**src/rtl/wdt_guard_pkg.sv**
```systemverilog
package wdt_guard_pkg;
  localparam int unsigned DATA_W = 16;
  localparam logic [7:0] WR_KEY = 8'h5A;
  localparam logic [7:0] RD_KEY = 8'h69;

  localparam int unsigned HOLD_B  = 7;
  localparam int unsigned IFLAG_B = 6;
  localparam int unsigned MODE_B  = 4;
  localparam int unsigned CLR_B   = 3;
  localparam int unsigned CSEL_B  = 2;

  typedef struct packed {
    logic       hold;
    logic       iv_mode;  // 1: interval, 0: watchdog
    logic       aux_clk;
    logic [1:0] isel;
  } ctrl_t;

  localparam ctrl_t CTRL_RST = '{hold: 1'b0, iv_mode: 1'b0, aux_clk: 1'b0, isel: 2'b00};
endpackage

```
**src/rtl/wdt_ctrl_reg.sv**
```systemverilog
module wdt_ctrl_reg
  import wdt_guard_pkg::*;
(
  input  logic              clk_i,
  input  logic              rst_ni,
  input  logic              wr_en_i,
  input  logic [DATA_W-1:0] wr_data_i,
  output ctrl_t             ctrl_o,
  output logic              clr_o,
  output logic              irq_clr_o,
  output logic              bad_key_o
);
  logic  key_ok, good_wr;
  ctrl_t ctrl_q;

  assign key_ok    = (wr_data_i[DATA_W-1 -: 8] == WR_KEY);
  assign good_wr   = wr_en_i && key_ok;
  assign bad_key_o = wr_en_i && !key_ok;
  assign clr_o     = good_wr && wr_data_i[CLR_B];
  assign irq_clr_o = good_wr && wr_data_i[IFLAG_B];

  always_ff @(posedge clk_i or negedge rst_ni) begin
    if (!rst_ni) begin
      ctrl_q <= CTRL_RST;
    end else if (good_wr) begin
      ctrl_q.hold    <= wr_data_i[HOLD_B];
      ctrl_q.iv_mode <= wr_data_i[MODE_B];
      ctrl_q.aux_clk <= wr_data_i[CSEL_B];
      ctrl_q.isel    <= wr_data_i[1:0];
    end
  end

  assign ctrl_o = ctrl_q;
endmodule

```
**src/rtl/wdt_counter.sv**
```systemverilog
module wdt_counter #(
  parameter int unsigned CNT_W = 16,
  parameter int unsigned TAP0  = CNT_W - 1,
  parameter int unsigned TAP1  = CNT_W - 3,
  parameter int unsigned TAP2  = CNT_W - 7,
  parameter int unsigned TAP3  = CNT_W - 10
) (
  input  logic       clk_i,
  input  logic       rst_ni,
  input  logic       tick_i,
  input  logic       hold_i,
  input  logic       clr_i,
  input  logic [1:0] isel_i,
  output logic       expire_o
);
  localparam int unsigned NTAP = 4;
  localparam int unsigned TAPS [NTAP] = '{TAP0, TAP1, TAP2, TAP3};

  function automatic logic [CNT_W-1:0] low_ones(int unsigned k);
    return CNT_W'((64'd1 << k) - 64'd1);
  endfunction

  logic [CNT_W-1:0] masks [NTAP];
  logic [CNT_W-1:0] cnt_q, mask;
  logic             step;

  for (genvar g = 0; g < NTAP; g++) begin : g_tap
    assign masks[g] = low_ones(TAPS[g]);
  end

  assign mask     = masks[isel_i];
  assign step     = tick_i && !hold_i && !clr_i;
  assign expire_o = step && ((cnt_q & mask) == mask);

  always_ff @(posedge clk_i or negedge rst_ni) begin
    if (!rst_ni)      cnt_q <= '0;
    else if (clr_i)   cnt_q <= '0;
    else if (step)    cnt_q <= cnt_q + 1'b1;
  end
endmodule

```
**src/rtl/wdt_event.sv**
```systemverilog
module wdt_event (
  input  logic clk_i,
  input  logic rst_ni,
  input  logic expire_i,
  input  logic iv_mode_i,
  input  logic bad_key_i,
  input  logic irq_clr_i,
  output logic rst_req_o,
  output logic irq_o
);
  logic rst_q, irq_q;

  always_ff @(posedge clk_i or negedge rst_ni) begin
    if (!rst_ni) begin
      rst_q <= 1'b0;
      irq_q <= 1'b0;
    end else begin
      rst_q <= (expire_i && !iv_mode_i) || bad_key_i;
      if (expire_i && iv_mode_i) irq_q <= 1'b1;  // set beats clear
      else if (irq_clr_i)        irq_q <= 1'b0;
    end
  end

  assign rst_req_o = rst_q;
  assign irq_o     = irq_q;
endmodule

```
**src/rtl/wdt_guard.sv**
```systemverilog
module wdt_guard
  import wdt_guard_pkg::*;
#(
  parameter int unsigned CNT_W = 16,
  parameter int unsigned TAP0  = CNT_W - 1,
  parameter int unsigned TAP1  = CNT_W - 3,
  parameter int unsigned TAP2  = CNT_W - 7,
  parameter int unsigned TAP3  = CNT_W - 10
) (
  input  logic        clk_i,
  input  logic        rst_ni,
  input  logic        fast_tick_i,
  input  logic        slow_tick_i,
  input  logic        wr_en_i,
  input  logic [15:0] wr_data_i,
  output logic [15:0] rd_data_o,
  output logic        wdt_rst_o,
  output logic        irq_o
);
  ctrl_t ctrl;
  logic  clr, irq_clr, bad_key, tick, expire;

  wdt_ctrl_reg u_ctrl (
    .clk_i     (clk_i),
    .rst_ni    (rst_ni),
    .wr_en_i   (wr_en_i),
    .wr_data_i (wr_data_i),
    .ctrl_o    (ctrl),
    .clr_o     (clr),
    .irq_clr_o (irq_clr),
    .bad_key_o (bad_key)
  );

  assign tick = ctrl.aux_clk ? slow_tick_i : fast_tick_i;

  wdt_counter #(
    .CNT_W (CNT_W),
    .TAP0  (TAP0),
    .TAP1  (TAP1),
    .TAP2  (TAP2),
    .TAP3  (TAP3)
  ) u_cnt (
    .clk_i    (clk_i),
    .rst_ni   (rst_ni),
    .tick_i   (tick),
    .hold_i   (ctrl.hold),
    .clr_i    (clr),
    .isel_i   (ctrl.isel),
    .expire_o (expire)
  );

  wdt_event u_evt (
    .clk_i     (clk_i),
    .rst_ni    (rst_ni),
    .expire_i  (expire),
    .iv_mode_i (ctrl.iv_mode),
    .bad_key_i (bad_key),
    .irq_clr_i (irq_clr),
    .rst_req_o (wdt_rst_o),
    .irq_o     (irq_o)
  );

  assign rd_data_o = {RD_KEY, ctrl.hold, irq_o, 1'b0, ctrl.iv_mode,
                      1'b0, ctrl.aux_clk, ctrl.isel};
endmodule

```
**config.mk**
```make
export PLATFORM = sky130hd
export DESIGN_NAME = wdt_guard
export DESIGN_NICKNAME = d
export VERILOG_FILES = /design/src/rtl/wdt_guard_pkg.sv /design/src/rtl/wdt_ctrl_reg.sv /design/src/rtl/wdt_counter.sv /design/src/rtl/wdt_event.sv /design/src/rtl/wdt_guard.sv
export SDC_FILE = /design/constraint.sdc
export NUM_CORES = 1
export LEC_CHECK = 0
export ABC_AREA = 1
export ABC_CLOCK_PERIOD_IN_PS = 2200
export BUFFER_PORTS_ARGS = -buffer_cell sky130_fd_sc_hd__buf_2
export CAP_MARGIN = 10
export CORE_MARGIN = 2
export CORE_UTILIZATION = 50
export DETAILED_ROUTE_END_ITERATION = 8
export PLACE_DENSITY_LB_ADDON = 0.1
export SYNTH_ARGS = -nofsm -noshare
export SYNTH_HDL_FRONTEND = slang
export SYNTH_HIERARCHICAL = 1
export SYNTH_SLANG_ARGS = --single-unit
```
**constraint.sdc**
```tcl
create_clock -name clk_i -period 2.2 [get_ports clk_i]
set_clock_uncertainty 0.2 [all_clocks]
set_input_delay 0.44 -clock clk_i [delete_from_list [all_inputs] [get_ports clk_i]]
set_output_delay 0.44 -clock clk_i [all_outputs]
set_load 0.01 [all_outputs]
```
==> flow_summary_export.csv, run 1 <==
group,metric,value,unit
cts,cts_tree,"built",
cts,clk_latency,0.31,ns
yosys,yosysTopAreaCell,"dfrtp_1",
power_and_ir_drop,clockPowerShare,0.236,
critical_path,path_delay_family,"simple AND/OR/NAND/NOR gates",
critical_path,critPathMostFrequentCell,"nand2_1",
yosys,ys_ff_latch,22,
worst_hold_path,hp-class,"in -> reg",
yosys,synth.most_common_cell,"nand2_1",
detailed_routing,drc,0,
finish,diodes,0,
cts,cts_inserted_buffers,3,
global_routing,grt-ovfl-total,0,
cts,post_cts_resize_count,0,
place,dpl.hpwl,2070,um
global_routing,grt_first_pass_wirelength,4820,um
finish,nets,250,
cts,path_clk_slew,0.13,ns
critical_path,crit_buf_inv,0,
power_and_ir_drop,p_leak,0.917,nW
detailed_routing,postRouteAntennaNets,0,
finish,regArea,551,sq um
detailed_routing,num_vias,1223,
detailed_routing,drtIter0Drc,24,
yosys,syn_inst,199,
cts,cts_htree_levels,1,
cts,cts_sinks,22,
run,drv_cap,0,
yosys,synth_cell_types,20,
yosys,yosys_warnings,6,
power_and_ir_drop,total_power,1.33,mW
detailed_routing,firstDrtPassIters,4,
global_routing,grt_pass1_vias,1136,
detailed_routing,wl_per_cell,10.4,um
critical_path,crit_fanout,4,
yosys,synth.area.top_cells,"dfrtp_1, nand2_1, inv_1",
critical_path,critPathRequiredTime,2.26,ns
sta,hold_viol,0,
yosys,synthArstFlopShare,1.00,
detailed_routing,drt-total-wl,2680,um
critical_path,start_kind,"flop",
finish,fillers,284,
critical_path,critPathMaxStageDelay,0.42,ns
yosys,syn_area,0.00138,sq mm
detailed_routing,avgViaCountPerCell,4.74,
power_and_ir_drop,switchingPower,500,uW
critical_path,path_cells,"ha_1, nand3_2, nor2_2, nand2_1, nor3_1, nand2_1, nand2_1",
global_routing,antenna_found_initial,0,
floorplan,die_x,56.4,um
yosys,synth_top_flop_cell,"dfrtp_1",
floorplan,rows,19,
floorplan,start_util,0.512,
sta,rsz0062_at_grt,"no",
sta,period_minus_slack,1.71,ns
finish,final_layout_size_suffix_gt1_frac,0.189,
yosys,syn_area_per_cell,6.91,sq um
place,numPortBuffers,27,
yosys,synth_edf_count,0,
floorplan,die_area,0.00319,sq mm
critical_path,critical_path_class,"reg -> reg",
power_and_ir_drop,power_frac_seq,0.472,
global_routing,grt_max_degree,23,
floorplan,io_pins,39,
power_and_ir_drop,p_int,828,uW
floorplan,die_h,56.4,um
power_and_ir_drop,pwr-share-comb,0.292,
yosys,synth-seq-area-share,0.400,
critical_path,crit_arrival,1.77,ns
sta,setup_viol,0,
sta,slew_viol_final,0,
power_and_ir_drop,swShare,0.376,
critical_path,reg2reg_slack,0.49,ns
power_and_ir_drop,max-vdd-ir-drop,0.000589,V
sta,max_freq,585,MHz
cts,cts_root_buf,"clkbuf_4",
finish,multi_input_area,651,sq um
critical_path,endpoint_kind,"flop",
global_routing,grt.total_usage,0.192,
run_status,status,"finished, final reports clean",
floorplan,core,0.00269,sq mm
sta,fin_tns_setup,0,ns
place,gp_congestion,0.774,
sta,fin_crit_sh,0.777,
yosys,yosysTopAreaCellShare,0.400,
power_and_ir_drop,powerDensity,854,mW/mm^2
critical_path,slowest_stage,"dfrtp_1",
yosys,synthTopCellsByCount,"nand2_1, inv_1, nor2_1",
finish,syn_to_final_growth,13.0,%
cts,clockBufferDepth,2,
[placed cells by master, fill, tap and decap left out, types with 2 or more instances in the layout]
cell type  Yosys  layout
conb_1         2      10
o21ai_0        7       7
clkbuf_4       0       3
nor2_1        24      24
nand3_2        2       2
nand2_1       58      58
nor2_4         2       2
nand2_2        4       4
buf_2          1      27
nor3_1         2       2
nand3_1       14      14
nor2_2         3       3
a21oi_1       11      11
dfrtp_1       22      22
inv_1         31      31
[final timing paths]
check                                from               end  depth (start not counted)
min in group asynchronous          rst_ni    u_cnt/cnt_q[4]                          2
hold reg to reg               u_evt/irq_o       u_evt/irq_o                          2
max in group asynchronous          rst_ni    u_cnt/cnt_q[5]                          2
setup reg to reg           u_cnt/cnt_q[1]       u_evt/irq_o                          7
setup / recovery           u_cnt/cnt_q[1]       u_evt/irq_o                          7
hold / removal               wr_data_i[2]  u_ctrl/ctrl_o[2]                          3
[power by group through the flow]
| stage | registers [mW] | logic (mW) | clock network, mW |
|---|---|---|---|
| 6_report | 0.627 | 0.387 | 0.313 |
| 5_1_grt | 0.642 | 0.453 | 0.342 |
| 3_5_place_dp | 0.631 | 0.385 | 0 |
| 3_3_place_gp | 0.628 | 0.375 | 0 |
| 4_1_cts | 0.625 | 0.392 | 0.326 |
| 2_1_floorplan | 0.605 | 0.317 | 0 |
[stage by stage]
step	hold WS, ns	cells	util	setup slack [ns]	area, sq um
CTS	0.140	258	0.578	0.471	1550
detailed placement	0.241	253	0.555	0.251	1490
floorplan	-0.0556	207	-	0.635	1410
finish	0.157	258	0.578	0.492	1550
global placement	0.236	253	0.555	0.319	1490
global route	0.157	258	0.578	0.326	1550
[tightest hold or removal path: stages]
cell	delay, ns
buf_2	0.08
nand3_1	0.06
nand2_1	0.06
[registers in the layout, indices dropped and copies added, names as in the netlist]
name and flops:
u_cnt/cnt_q 15, u_ctrl/ctrl_o 5, u_evt/irq_o 1, u_evt/rst_req_o 1
[timing repair]
item                                   4_1_cts  5_1_grt
endpoints found under the hold margin       22        0
hold buffers                                 1        0
setup buffers                                0        0
[area by class of cell]
type | instances | share of cell area
Multi-Input combinational cell | 142 | 0.419
Sequential cell | 22 | 0.354
Timing Repair Buffer | 28 | 0.0934
Inverter | 31 | 0.0749
Tap cell | 31 | 0.0250
Clock inverter | 1 | 0.0193
Clock buffer | 3 | 0.0145
[metal layers]
metal	share of wire	wire, um	GRT usage
met4	0.0056	15	0.0714
met1	0.45	1200	0.235
met5	0	0	0
met2	0.51	1360	0.341
met3	0.043	114	0.0253
[kinds of logic (layout without fill, tap and decap cells)]
family,after synthesis,in the layout,share of synthesized area
buffers and inverters,43,63,0.148
AOI/OAI and AO/OA,19,19,0.0710
other,2,10,0.00546
and+or+nand+nor,112,112,0.366
DFF,22,22,0.400
adders and majority gates,1,1,0.00910
(Power assumes the default switching activity.)
==> run 2: changes to the inputs <==
Settings changed: ABC_CLOCK_PERIOD_IN_PS 2200 to 1600.
Clock period 2.2 ns to 1.6 ns, I/O delays scaled along.
==> run 2 against run 1 <==
  * First-iteration DRC count rose by 38%
  * Final cell count increased by 5.8%
  * Die area did not move
  * Critical path depth rose by 3
  * Largest cell class unchanged
  * Via count rose by 4.2%
  * Total power up 39%
  * Global-route usage rose by 0.21 points
  * Sequential power is 35% higher
  * Critical endpoint is now u_cnt/cnt_q[9]
  * Combinational power increased by 78%
==> flow_summary_export.csv, run 2 (same netlist as run 1, synthesis figures left out) <==
group,metric,value,unit
cts,cts_sinks,22,
finish,diodes,0,
detailed_routing,wl_per_cell,9.93,um
critical_path,path_cells,"inv_1, nand2_1, nand2_1, nand2_2, inv_2, nand2_4, nor2_4, nand3_1, nand2_1, nor2_1",
global_routing,grt_first_pass_wirelength,4990,um
critical_path,crit_cells,10,
critical_path,critPathRequiredTime,1.61,ns
power_and_ir_drop,max-vdd-ir-drop,0.000707,V
global_routing,grt_max_degree,23,
cts,cts_tree,"built",
global_routing,grtUsageMet2,0.346,
global_routing,antenna_found_initial,0,
global_routing,grt_pass1_vias,1223,
finish,syn_to_final_growth,23.5,%
sta,setup_viol,0,
critical_path,critPathMaxStageDelay,0.43,ns
floorplan,die_h,56.4,um
floorplan,rows,19,
critical_path,ff2ff_path_depth,10,
detailed_routing,drtIter0Drc,33,
sta,fin_tns_setup,0,ns
critical_path,crit_fanout,5,
power_and_ir_drop,powerDensity,1080,mW/mm^2
detailed_routing,avgViaCountPerCell,4.67,
floorplan,die_area,0.00319,sq mm
cts,cts_inserted_buffers,3,
global_routing,grt_util_met1,0.237,
detailed_routing,firstDrtPassIters,4,
run_status,status,"finished, final reports clean",
sta,period_minus_slack,1.54,ns
critical_path,start_kind,"flop",
critical_path,critPathMostFrequentCell,"nand2_1",
detailed_routing,num_vias,1274,
cts,cts_htree_levels,1,
sta,max_freq,649,MHz
place,dpl.hpwl,2110,um
place,numPortBuffers,27,
sta,slew_viol_final,0,
floorplan,start_util,0.512,
critical_path,crit_buf_inv,2,
detailed_routing,drc,0,
worst_hold_path,whs_path_depth,3,
critical_path,endpoint_kind,"flop",
finish,largest_reg_flops,15,
detailed_routing,postRouteAntennaNets,0,
detailed_routing,drt-total-wl,2710,um
worst_hold_path,hp-class,"in -> reg",
sta,rsz0062_at_grt,"yes",
floorplan,die_x,56.4,um
sta,hold_viol,0,
critical_path,slowest_stage,"dfrtp_1",
floorplan,core,0.00269,sq mm
finish,layout_common_cells,"nand2_1, inv_1, buf_2",
global_routing,grt-ovfl-total,0,
finish,fillers,256,
finish,regMostFlops,"u_cnt/cnt_q",
finish,final_layout_size_suffix_gt1_frac,0.273,
run,drv_cap,0,
critical_path,path_delay_family,"simple AND/OR/NAND/NOR gates",
floorplan,io_pins,39,
place,gp_congestion,0.798,
cts,path_clk_slew,0.13,ns
cts,clockBufferDepth,2,
power_and_ir_drop,total_power,1.84,mW
cts,cts_root_buf,"clkbuf_4",
cts,clk_latency,0.30,ns
global_routing,globalRouteMet3Util,0.0253,
global_routing,grt-busiest-layer,"met2",
sta,fin_crit_sh,0.963,
global_routing,grt.total_usage,0.194,
critical_path,crit_arrival,1.56,ns
power_and_ir_drop,p_leak,0.989,nW
finish,nets,265,
critical_path,critical_path_class,"reg -> reg",
finish,layout_commonest_cell,"nand2_1",
==> run 2: cell count changes in the layout (fill, tap and decap cells not counted), sizes merged <==
cell	delta
bufinv	-1
clkbuf	+1
buf	+15
==> run 2: where the power goes <==
group / total [mW] / switching (mW) / internal [mW]
registers: 0.844 / 0.151 / 0.693
clock network: 0.308 / 0.169 / 0.139
logic: 0.687 / 0.405 / 0.282
==> run 2: tightest hold or removal path: stages <==
cell and delay, ns:
buf_2 0.08, nand3_1 0.07, nand2_1 0.06
==> run 2: metrics by stage <==
step | worst slack, ns | cells | utilization | area (sq um) | hold WS, ns
global route | -0.0774 | 273 | 0.632 | 1700 | 0.0416
CTS | 0.0137 | 269 | 0.605 | 1630 | 0.0313
detailed placement | -0.0693 | 264 | 0.586 | 1570 | 0.116
finish | 0.0596 | 273 | 0.632 | 1700 | 0.0443
floorplan | 0.110 | 207 | - | 1410 | -0.176
global placement | -0.0405 | 264 | 0.586 | 1570 | 0.116
==> run 2: final timing paths <==
check	start	end	slack, ns
setup / recovery	u_ctrl/ctrl_o[2]	u_cnt/cnt_q[9]	0.06
hold / removal	wr_data_i[1]	u_ctrl/ctrl_o[1]	0.04
setup reg to reg	u_ctrl/ctrl_o[2]	u_cnt/cnt_q[9]	0.06
hold reg to reg	u_evt/irq_o	u_evt/irq_o	0.32
max in group asynchronous	rst_ni	u_ctrl/ctrl_o[2]	0.57
min in group asynchronous	rst_ni	u_cnt/cnt_q[7]	0.29
==> run 2: per-layer routing <==
metal	up-vias	wire, um
li1	674	-
met4	0	14
met1	566	1270
met3	2	116
met2	32	1310
met5	-	0
==> run 2: final cells by class <==
cell class | instances | area [sq um] | share of cell area
Clock buffer | 4 | 36.3 | 0.0214
Inverter | 31 | 116 | 0.0685
Multi-Input combinational cell | 142 | 691 | 0.407
Sequential cell | 22 | 551 | 0.324
Tap cell | 31 | 38.8 | 0.0228
Timing Repair Buffer | 43 | 265 | 0.156
==> run 2: timing repair <==
action / in CTS / in global routing
hold buffers: 1 / 0
setup buffers: 0 / 4
endpoints found under the hold margin: 22 / 0
pin swaps: 0 / 9
gates resized for setup: 1 / 12
setup endpoints to repair: 2 / 13
